[config.mk]
export PLATFORM = sky130hd
export DESIGN_NAME = stepper_pulse_former
export DESIGN_NICKNAME = d
export VERILOG_FILES = /design/src/rtl/mtr_pkg.sv /design/src/rtl/mtr_prescale.sv /design/src/rtl/mtr_cfg_sel.sv /design/src/rtl/mtr_sequencer.sv /design/src/rtl/mtr_stage.sv /design/src/rtl/stepper_pulse_former.sv
export SDC_FILE = /design/constraint.sdc
export NUM_CORES = 1
export LEC_CHECK = 0
export ABC_AREA = 1
export BUFFER_PORTS_ARGS = -buffer_cell sky130_fd_sc_hd__buf_2
export CORE_MARGIN = 2
export CORE_UTILIZATION = 25
export CTS_BUF_LIST = sky130_fd_sc_hd__clkbuf_4 sky130_fd_sc_hd__clkbuf_8 sky130_fd_sc_hd__clkbuf_16
export CTS_CLUSTER_DIAMETER = 30
export DETAILED_ROUTE_END_ITERATION = 12
export GPL_ROUTABILITY_DRIVEN = 0
export GPL_TIMING_DRIVEN = 1
export RECOVER_POWER = 25
export SLEW_MARGIN = 30
export SYNTH_ARGS = -nofsm -noshare
export SYNTH_HDL_FRONTEND = slang
export SYNTH_SLANG_ARGS = --single-unit
export TNS_END_PERCENT = 5
[constraint.sdc]
create_clock -name clk -period 3.95 [get_ports clk]
set_input_delay 1.185 -clock clk [delete_from_list [all_inputs] [get_ports clk]]
set_output_delay 1.185 -clock clk [all_outputs]
set_load 0.005 [all_outputs]
[src/rtl/mtr_pkg.sv]
package mtr_pkg;
  localparam int TICK_W = 13;
  typedef logic [TICK_W-1:0] ticks_t;

  function automatic ticks_t run_ticks(input logic [2:0] s);
    case (s)
      3'd0: return ticks_t'(32);
      3'd1: return ticks_t'(64);
      3'd2: return ticks_t'(128);
      3'd3: return ticks_t'(512);
      3'd4: return ticks_t'(4096);
      default: return ticks_t'(32);
    endcase
  endfunction

  function automatic ticks_t test_ticks(input logic [1:0] s);
    case (s)
      2'd0: return ticks_t'(64);
      2'd1: return ticks_t'(128);
      2'd2: return ticks_t'(256);
      default: return ticks_t'(64);
    endcase
  endfunction

  function automatic ticks_t wid_ticks(input logic [1:0] s);
    case (s)
      2'd0: return ticks_t'(4);
      2'd1: return ticks_t'(6);
      2'd2: return ticks_t'(8);
      default: return ticks_t'(12);
    endcase
  endfunction

  function automatic logic spacing_ok(input ticks_t per, input ticks_t wid);
    return (per > (wid << 2)) || (per == (wid << 1));
  endfunction
endpackage

[src/rtl/mtr_prescale.sv]
module mtr_prescale #(
  parameter int PRESC_LOG2 = 7
) (
  input  logic clk,
  input  logic rst,
  output logic tick
);
  logic [PRESC_LOG2-1:0] cnt;

  always_ff @(posedge clk) begin
    if (rst) cnt <= '0;
    else     cnt <= cnt + 1'b1;
  end

  assign tick = &cnt;
endmodule

[src/rtl/mtr_cfg_sel.sv]
module mtr_cfg_sel
  import mtr_pkg::*;
(
  input  logic [2:0] run_sel,
  input  logic [1:0] wid_sel,
  input  logic [1:0] tst_sel,
  input  logic       test_req,
  output ticks_t     sel_per,
  output ticks_t     sel_wid,
  output logic       sel_legal
);
  logic code_ok;

  always_comb begin
    sel_wid = wid_ticks(wid_sel);
    if (test_req) begin
      sel_per = test_ticks(tst_sel);
      code_ok = (tst_sel <= 2'd2);
    end else begin
      sel_per = run_ticks(run_sel);
      code_ok = (run_sel <= 3'd4);
    end
    sel_legal = code_ok && spacing_ok(sel_per, sel_wid);
  end
endmodule

[src/rtl/mtr_sequencer.sv]
module mtr_sequencer
  import mtr_pkg::*;
(
  input  logic   clk,
  input  logic   rst,
  input  logic   tick,
  input  ticks_t sel_per,
  input  ticks_t sel_wid,
  input  logic   sel_legal,
  output logic   want_a,
  output logic   want_b
);
  ticks_t tcnt, per_l, wid_l;
  logic   started, legal_l, pol;
  logic   boundary, pulse_on;

  assign boundary = !started || (tcnt == per_l - ticks_t'(1));

  always_ff @(posedge clk) begin
    if (rst) begin
      tcnt    <= '0;
      per_l   <= ticks_t'(32);
      wid_l   <= ticks_t'(4);
      started <= 1'b0;
      legal_l <= 1'b0;
      pol     <= 1'b0;
    end else if (tick) begin
      if (boundary) begin
        tcnt    <= '0;
        started <= 1'b1;
        per_l   <= sel_per;
        wid_l   <= sel_wid;
        legal_l <= sel_legal;
        if (started && legal_l) pol <= ~pol;
      end else begin
        tcnt <= tcnt + ticks_t'(1);
      end
    end
  end

  assign pulse_on = started && legal_l && (tcnt < wid_l);
  assign want_a   = pulse_on && !pol;
  assign want_b   = pulse_on && pol;
endmodule

[src/rtl/mtr_stage.sv]
module mtr_stage (
  input  logic clk,
  input  logic rst,
  input  logic want_hi,
  output logic p_on,
  output logic n_on
);
  always_ff @(posedge clk) begin
    if (rst) begin
      p_on <= 1'b0;
      n_on <= 1'b1;
    end else if (want_hi) begin
      if (n_on) n_on <= 1'b0;
      else      p_on <= 1'b1;
    end else begin
      if (p_on) p_on <= 1'b0;
      else      n_on <= 1'b1;
    end
  end
endmodule

[src/rtl/stepper_pulse_former.sv]
module stepper_pulse_former
  import mtr_pkg::*;
#(
  parameter int PRESC_LOG2 = 7
) (
  input  logic       clk,
  input  logic       rst,
  input  logic [2:0] run_sel,
  input  logic [1:0] wid_sel,
  input  logic [1:0] tst_sel,
  input  logic       test_req,
  output logic       mot1_p,
  output logic       mot1_n,
  output logic       mot2_p,
  output logic       mot2_n,
  output logic       config_error
);
  localparam int NSTAGE = 2;

  logic   tick, sel_legal;
  ticks_t sel_per, sel_wid;
  logic [NSTAGE-1:0] want, p_g, n_g;

  mtr_prescale #(.PRESC_LOG2(PRESC_LOG2)) u_pre (
    .clk(clk), .rst(rst), .tick(tick)
  );

  mtr_cfg_sel u_cfg (
    .run_sel(run_sel), .wid_sel(wid_sel), .tst_sel(tst_sel), .test_req(test_req),
    .sel_per(sel_per), .sel_wid(sel_wid), .sel_legal(sel_legal)
  );

  mtr_sequencer u_seq (
    .clk(clk), .rst(rst), .tick(tick),
    .sel_per(sel_per), .sel_wid(sel_wid), .sel_legal(sel_legal),
    .want_a(want[0]), .want_b(want[1])
  );

  for (genvar g = 0; g < NSTAGE; g++) begin : g_stage
    mtr_stage u_stg (
      .clk(clk), .rst(rst), .want_hi(want[g]), .p_on(p_g[g]), .n_on(n_g[g])
    );
  end

  assign mot1_p       = p_g[0];
  assign mot1_n       = n_g[0];
  assign mot2_p       = p_g[1];
  assign mot2_n       = n_g[1];
  assign config_error = ~sel_legal;
endmodule

# Word level (Yosys, flattened, before mapping)
# Cells that the tools add are included.
[word_totals]
ff_bits = 53
input_bits = 10
output_inout_bits = 5
elab_cells = 59
[op_classes]
n_addsub = 3
magnitude_cmp = 4
n_eq_ne = 12
muxes = 10
bitwise_logic = 4
n_reduce_logical = 15
[op_table]
columns = ["cell", "count"]
rows = [
  ["$pmux 13 s4", 1],
  ["$mux 13", 2],
  ["$pmux 9 s2", 1],
  ["$add 13x1->13 const B", 1],
  ["$eq 13x13->1", 1],
  ["$eq 13x5->1", 1],
  ["$gt 13x6->1", 1],
  ["$lt 13x13->1", 1],
  ["$sub 13x1->13 const B", 1],
  ["$pmux 4 s3", 1],
  ["$reduce_and 9->1", 1],
  ["$reduce_and 8->1", 1],
  ["$add 7x1->7 const B", 1],
  ["$reduce_and 7->1", 1],
  ["$eq 3x2->1 const B", 2],
  ["$logic_and 1x1->1", 5],
  ["$mux 1", 5],
  ["$eq 2x1->1 const B", 2],
  ["$eq 2x2->1 const B", 2],
  ["$ne 2x1->1 const B", 2],
  ["$not 1->1", 4],
  ["$reduce_or 2->1", 2],
  ["$eq 3x1->1 const B", 1],
  ["$eq 3x3->1 const B", 1],
  ["5 further kinds", 7],
]

# Logic depth before layout (Yosys ltp)
[logic_depth]
word_depth = 7
depth_mapped = 15
depth_no_buf = 15

# By module
# From an unflattened synthesis, not the netlist that was laid out.
[unflattened]
hier_cells = 511
area_unflattened_um2 = 3440.8
[by_module_without_submodules]
columns = ["mod", "n_inst", "cells_per_inst", "area_each_um2", "seq_area_each_um2"]
rows = [
  ["mtr_sequencer", 1, 379, 2582.5, 840.8],
  ["mtr_cfg_sel", 1, 68, 417.9, 0.0],
  ["mtr_prescale", 1, 41, 289.0, 140.1],
  ["mtr_stage", 2, 11, 73.8, 40.0],
  ["stepper_pulse_former", 1, 1, 3.8, 0.0],
]

# Worst setup path after synthesis
# OpenSTA, ideal clock, no wires.
[synth_path]
path_kind = "input to output"
start = "in test_req"
end = "out config_error"
t_arrival_ns = 2.411
required_ns = 2.765
path_slack_ns = 0.354
path_stages = 9
path_buffers = 1
path_cell_list = "clkbuf_1 -> nor3_1 -> inv_1 -> ha_1 -> o21ai_0 -> o21ai_0 -> nor2_1 -> nand2_1 -> nand2_1"
[synth_via]
elab_chain_cells = 5
word_cells_on_any_way = 7
classes_between = "1 x order compare; 1 x eq/ne; 2 x mux; 1 x bitwise; 2 x reduce/logical"
[synth_lines]
columns = ["item", "line_no", "source"]
rows = [
  ["from (decl)", "stepper_pulse_former.sv:11", "input logic test_req,"],
  ["$mux 13 *", "mtr_cfg_sel.sv:16", "if (test_req) begin"],
  ["via sel_per[5]", "stepper_pulse_former.sv:21", "ticks_t sel_per, sel_wid;"],
  ["$gt 13x6->1 or $eq 13x5->1 (tied branches)", "mtr_pkg.sv:35", "return (per > (wid << 2)) || (per == (wid << 1));"],
  ["$logic_or 1x1->1 *", "mtr_pkg.sv:35", ""],
  ["$logic_and 1x1->1 *", "mtr_cfg_sel.sv:23", "sel_legal = code_ok && spacing_ok(sel_per, sel_wid);"],
  ["$not 1->1 *", "stepper_pulse_former.sv:49", "assign config_error = ~sel_legal;"],
  ["to (decl)", "stepper_pulse_former.sv:16", "output logic config_error"],
]
# The timed path passes the listed nets; every way through them passes the cells marked *.

# Worst setup path in the final report
[layout_path]
start = "in run_sel[1]"
end = "out config_error"
[layout_via]
elab_chain_cells = 7
word_cells_on_any_way = 13
classes_between = "2 x order compare; 5 x eq/ne; 3 x mux; 1 x bitwise; 2 x reduce/logical"
[layout_lines]
columns = ["item", "line_no", "source"]
rows = [
  ["from (decl)", "stepper_pulse_former.sv:8", "input logic [2:0] run_sel,"],
  ["$eq 3x3->1 (tied with other cells)", "mtr_pkg.sv:6", "case (s)"],
  ["$pmux 13 s4 *", "mtr_pkg.sv:6", ""],
  ["$mux 13 *", "mtr_cfg_sel.sv:16", ""],
  ["via sel_per[5]", "stepper_pulse_former.sv:21", ""],
  ["$gt 13x6->1 or $eq 13x5->1 (tied branches)", "mtr_pkg.sv:35", ""],
  ["$logic_or 1x1->1 *", "mtr_pkg.sv:35", ""],
  ["$logic_and 1x1->1 *", "mtr_cfg_sel.sv:23", ""],
  ["$not 1->1 *", "stepper_pulse_former.sv:49", ""],
]
# Marks and branches as above.

==> summary.txt <==
Outcome
  – Status: finished, final reports clean

Place
  – PortBufs: 14
  – DP HPWL: 3389 um

Clock network
  – Root buffer cell: clkbuf_8
  – CTS Buf Count: 5
  – Clock latency on the worst-skew pair: 290 ps
  – CTS tree: done
  – Cts hold-fix bufs: 0
  – Post-CTS Resized: 0
  – Clock Sinks: 36
  – H-tree depth: 2
  – CTS clk-pin slew, worst paths: 80 ps
  – Post-CTS setup buffers: 0
  – Clock Path Buffers: 2

Setup path
  – Flop-to-flop setup slack: 1860 ps
  – Worst Path Required: 2760 ps
  – Crit Reg-Reg Endpoint: u_seq.tcnt[0]
  – Crit path max fanout: 3
  – Worst path arrival time: 2550 ps
  – Critical setup path kind: input port to output pin
  – Critical path startpoint category: input port
  – Worst r2r src: u_seq.per_l[5]
  – Critical Path End Type: output pin
  – Cells on worst reg2reg path: 12

Route
  – DRT antenna net count: 0
  – Vias: 1942
  – Drt drc: 0
  – Final WL: 4547 um
  – Vias per inst: 4.434
  – Wirelength per Cell: 10.38 um
  – 1st-iter DRT viols: 148
  – Pre-Repair DR Iteration Count: 6

STA
  – Minimum clock period: 3737 ps
  – Fin Setup TNS: 0 ps
  – Fin crit share: 0.9460
  – Final Max Slew Viols: 0
  – Final hold viol count: 0
  – Final setup viols: 0
  – Max Clock Skew: 7.390 ps
  – Fmax: 267.6 MHz
  – RSZ-0062 raised after global routing: no
  – Rel. slew slack: 0.5873
  – Actual slew at the worst max-slew pin: 615.3 ps

Synth
  – Ys async rst share: 0
  – Unique cell type count in the Yosys netlist: 31
  – Largest family of logic cells by synthesized area: simple AND/OR/NAND/NOR gates
  – Synthesized Nets: 335
  – Cell taking the most area after synthesis: dfxtp_1
  – Synth Area in Compound Gates: 0.09252
  – YS warnings: 0
  – Ys flop type: dfxtp_1
  – Adder-cell share of the synthesized area: 0.05893
  – Multiplexer share of the synthesized area: 0
  – Synth Cell Area: 2123 um2
  – Most frequent cell after synthesis: nand2_1
  – Synth area leaders: dfxtp_1, nand2_1, nand3_1
  – #FFs+latches synth: 36
  – Synth Area in XOR/XNOR: 0.02062
  – Post-synth EDFFs: 0
  – Top post-synthesis cells by count: nand2_1, nor2_1, inv_1
  – Post-Synthesis Cells: 315
  – Synth Area in Simple Gates: 0.3913
  – Sequential area share after synthesis: 0.3394
  – Synthesized area per cell: 6.741 um2
  – Top cell type's share of synthesized area: 0.3394

Global routing
  – Largest net degree at the start of global routing: 20
  – GRT overflow: 0
  – Global-route wire length before repair: 8017 um
  – Vias in the first global route: 1844
  – Initial antenna violation count: 0
  – Total global-route track usage: 0.1094

Power and ir drop
  – Leak pwr: 1.017 nW
  – VDD IR max: 0.0001793 V
  – Tot Pwr: 0.0007307 W
  – Power Density: 303.9 nW/um2

Run
  – Max-cap violations: 0

Floorplan
  – Die Footprint: 9247 um2
  – Initial Utilization: 0.2584
  – FP Rows: 33
  – Die Span Y: 96.16 um
  – # IOs: 15
  – Core area: 8217 um2
  – Die width: 96.16 um

Final layout
  – N_diodes: 0
  – Layout Nets: 352
  – Fillcell total: 882
  – Layout cells sized above 1: 0.1291
  – Layout area overhead: 13.26%

Min path
  – Hold path endpoint: u_pre.cnt[0]
  – Hold Startpoint: u_pre.cnt[0]
  – Hold path depth: 1
  – HP Class: register to register
==> layout by cell type, fill, tap and decap left out, types with 3 or more instances in the layout <==
| cell | instances |
|---|---|
| nand2_1 | 76 |
| nor2_1 | 42 |
| inv_1 | 41 |
| dfxtp_1 | 36 |
| nand3_1 | 33 |
| a21oi_1 | 17 |
| o21ai_0 | 13 |
| buf_2 | 11 |
| ha_1 | 10 |
| nand3_2 | 5 |
| clkbuf_8 | 5 |
| nor3_1 | 4 |
| nor2_4 | 3 |
| xor2_1 | 3 |
| nand2_2 | 3 |
| nand2_4 | 3 |
| clkbuf_1 | 3 |
==> cell families (layout without fill, tap and decap cells) <==
family / count (synthesis) / count (layout)
adders and majority gates: 10 / 10
buffers and inverters: 49 / 67
AOI/OAI and AO/OA: 37 / 37
DFF: 36 / 36
and+or+nand+nor: 178 / 178
xor gates and xnor gates: 5 / 5
==> metal layers <==
metal	global-route usage	part of all wire	up-vias
li1	-	-	1034
met2	0.1742	0.44	34
met3	0.02428	0.039	6
met1	0.1413	0.50	868
met4	0.04762	0.016	0
met5	0	0	-
==> flip-flops by register name, summed over array words and instances (netlist names), 2 cells and up <==
register and cells:
u_seq.tcnt 13, u_pre.cnt 7, u_seq.per_l 6, u_seq.wid_l 3, g_stage.u_stg.n_on 2, g_stage.u_stg.p_on 2
==> critical path, cell delays in order <==
cell and delay, ps:
buf_2 90, inv_1 80, nand2_1 80, inv_1 70, nor2_1 50, nor3_2 140
inv_1 60, ha_1 280, o21ai_1 120, o21ai_0 80, nor2_1 80, nand2_1 50
nand2_1 70, buf_2 110
==> worst max path at each step <==
stage / startpoint / endpoint / slack [ps] / cells after the start
4_1_cts: run_sel[1] / config_error / 110 / 14
2_1_floorplan: test_req / config_error / 350 / 9
5_1_grt: run_sel[1] / config_error / 30 / 14
3_3_place_gp: run_sel[1] / config_error / 140 / 14
3_5_place_dp: run_sel[1] / config_error / 110 / 14
6_report: run_sel[1] / config_error / 210 / 14
==> per-stage QoR <==
stage               hold WS, ps  area (um2)  utilization  setup WS (ps)  cells
floorplan                 417.6        2123            -          354.2    315
finish                    448.0        2405       0.2927          213.2    438
detailed placement        437.2        2292       0.2790          110.9    430
global route              485.7        2405       0.2927          28.76    438
global placement          432.4        2292       0.2790          141.0    430
CTS                       452.9        2404       0.2925          109.9    438
==> area by class of cell <==
type	instances	area [um2]	area share
multi-input cells	230	1201	0.4995
flip-flops and latches	36	720.7	0.2997
inverters	44	166.4	0.06920
well taps	105	131.4	0.05463
repair buffers	15	73.82	0.03070
clock buffers	5	68.82	0.02862
clock inverters	3	42.54	0.01769
==> report_power, final <==
part           switching, W  leakage [nW]  internal, W
sequential       0.00000177         0.291     0.000365
combinational     0.0000251         0.673    0.0000153
clock              0.000137        0.0541     0.000187
total              0.000163          1.02     0.000567
Power figures use the tool's default switching activity.
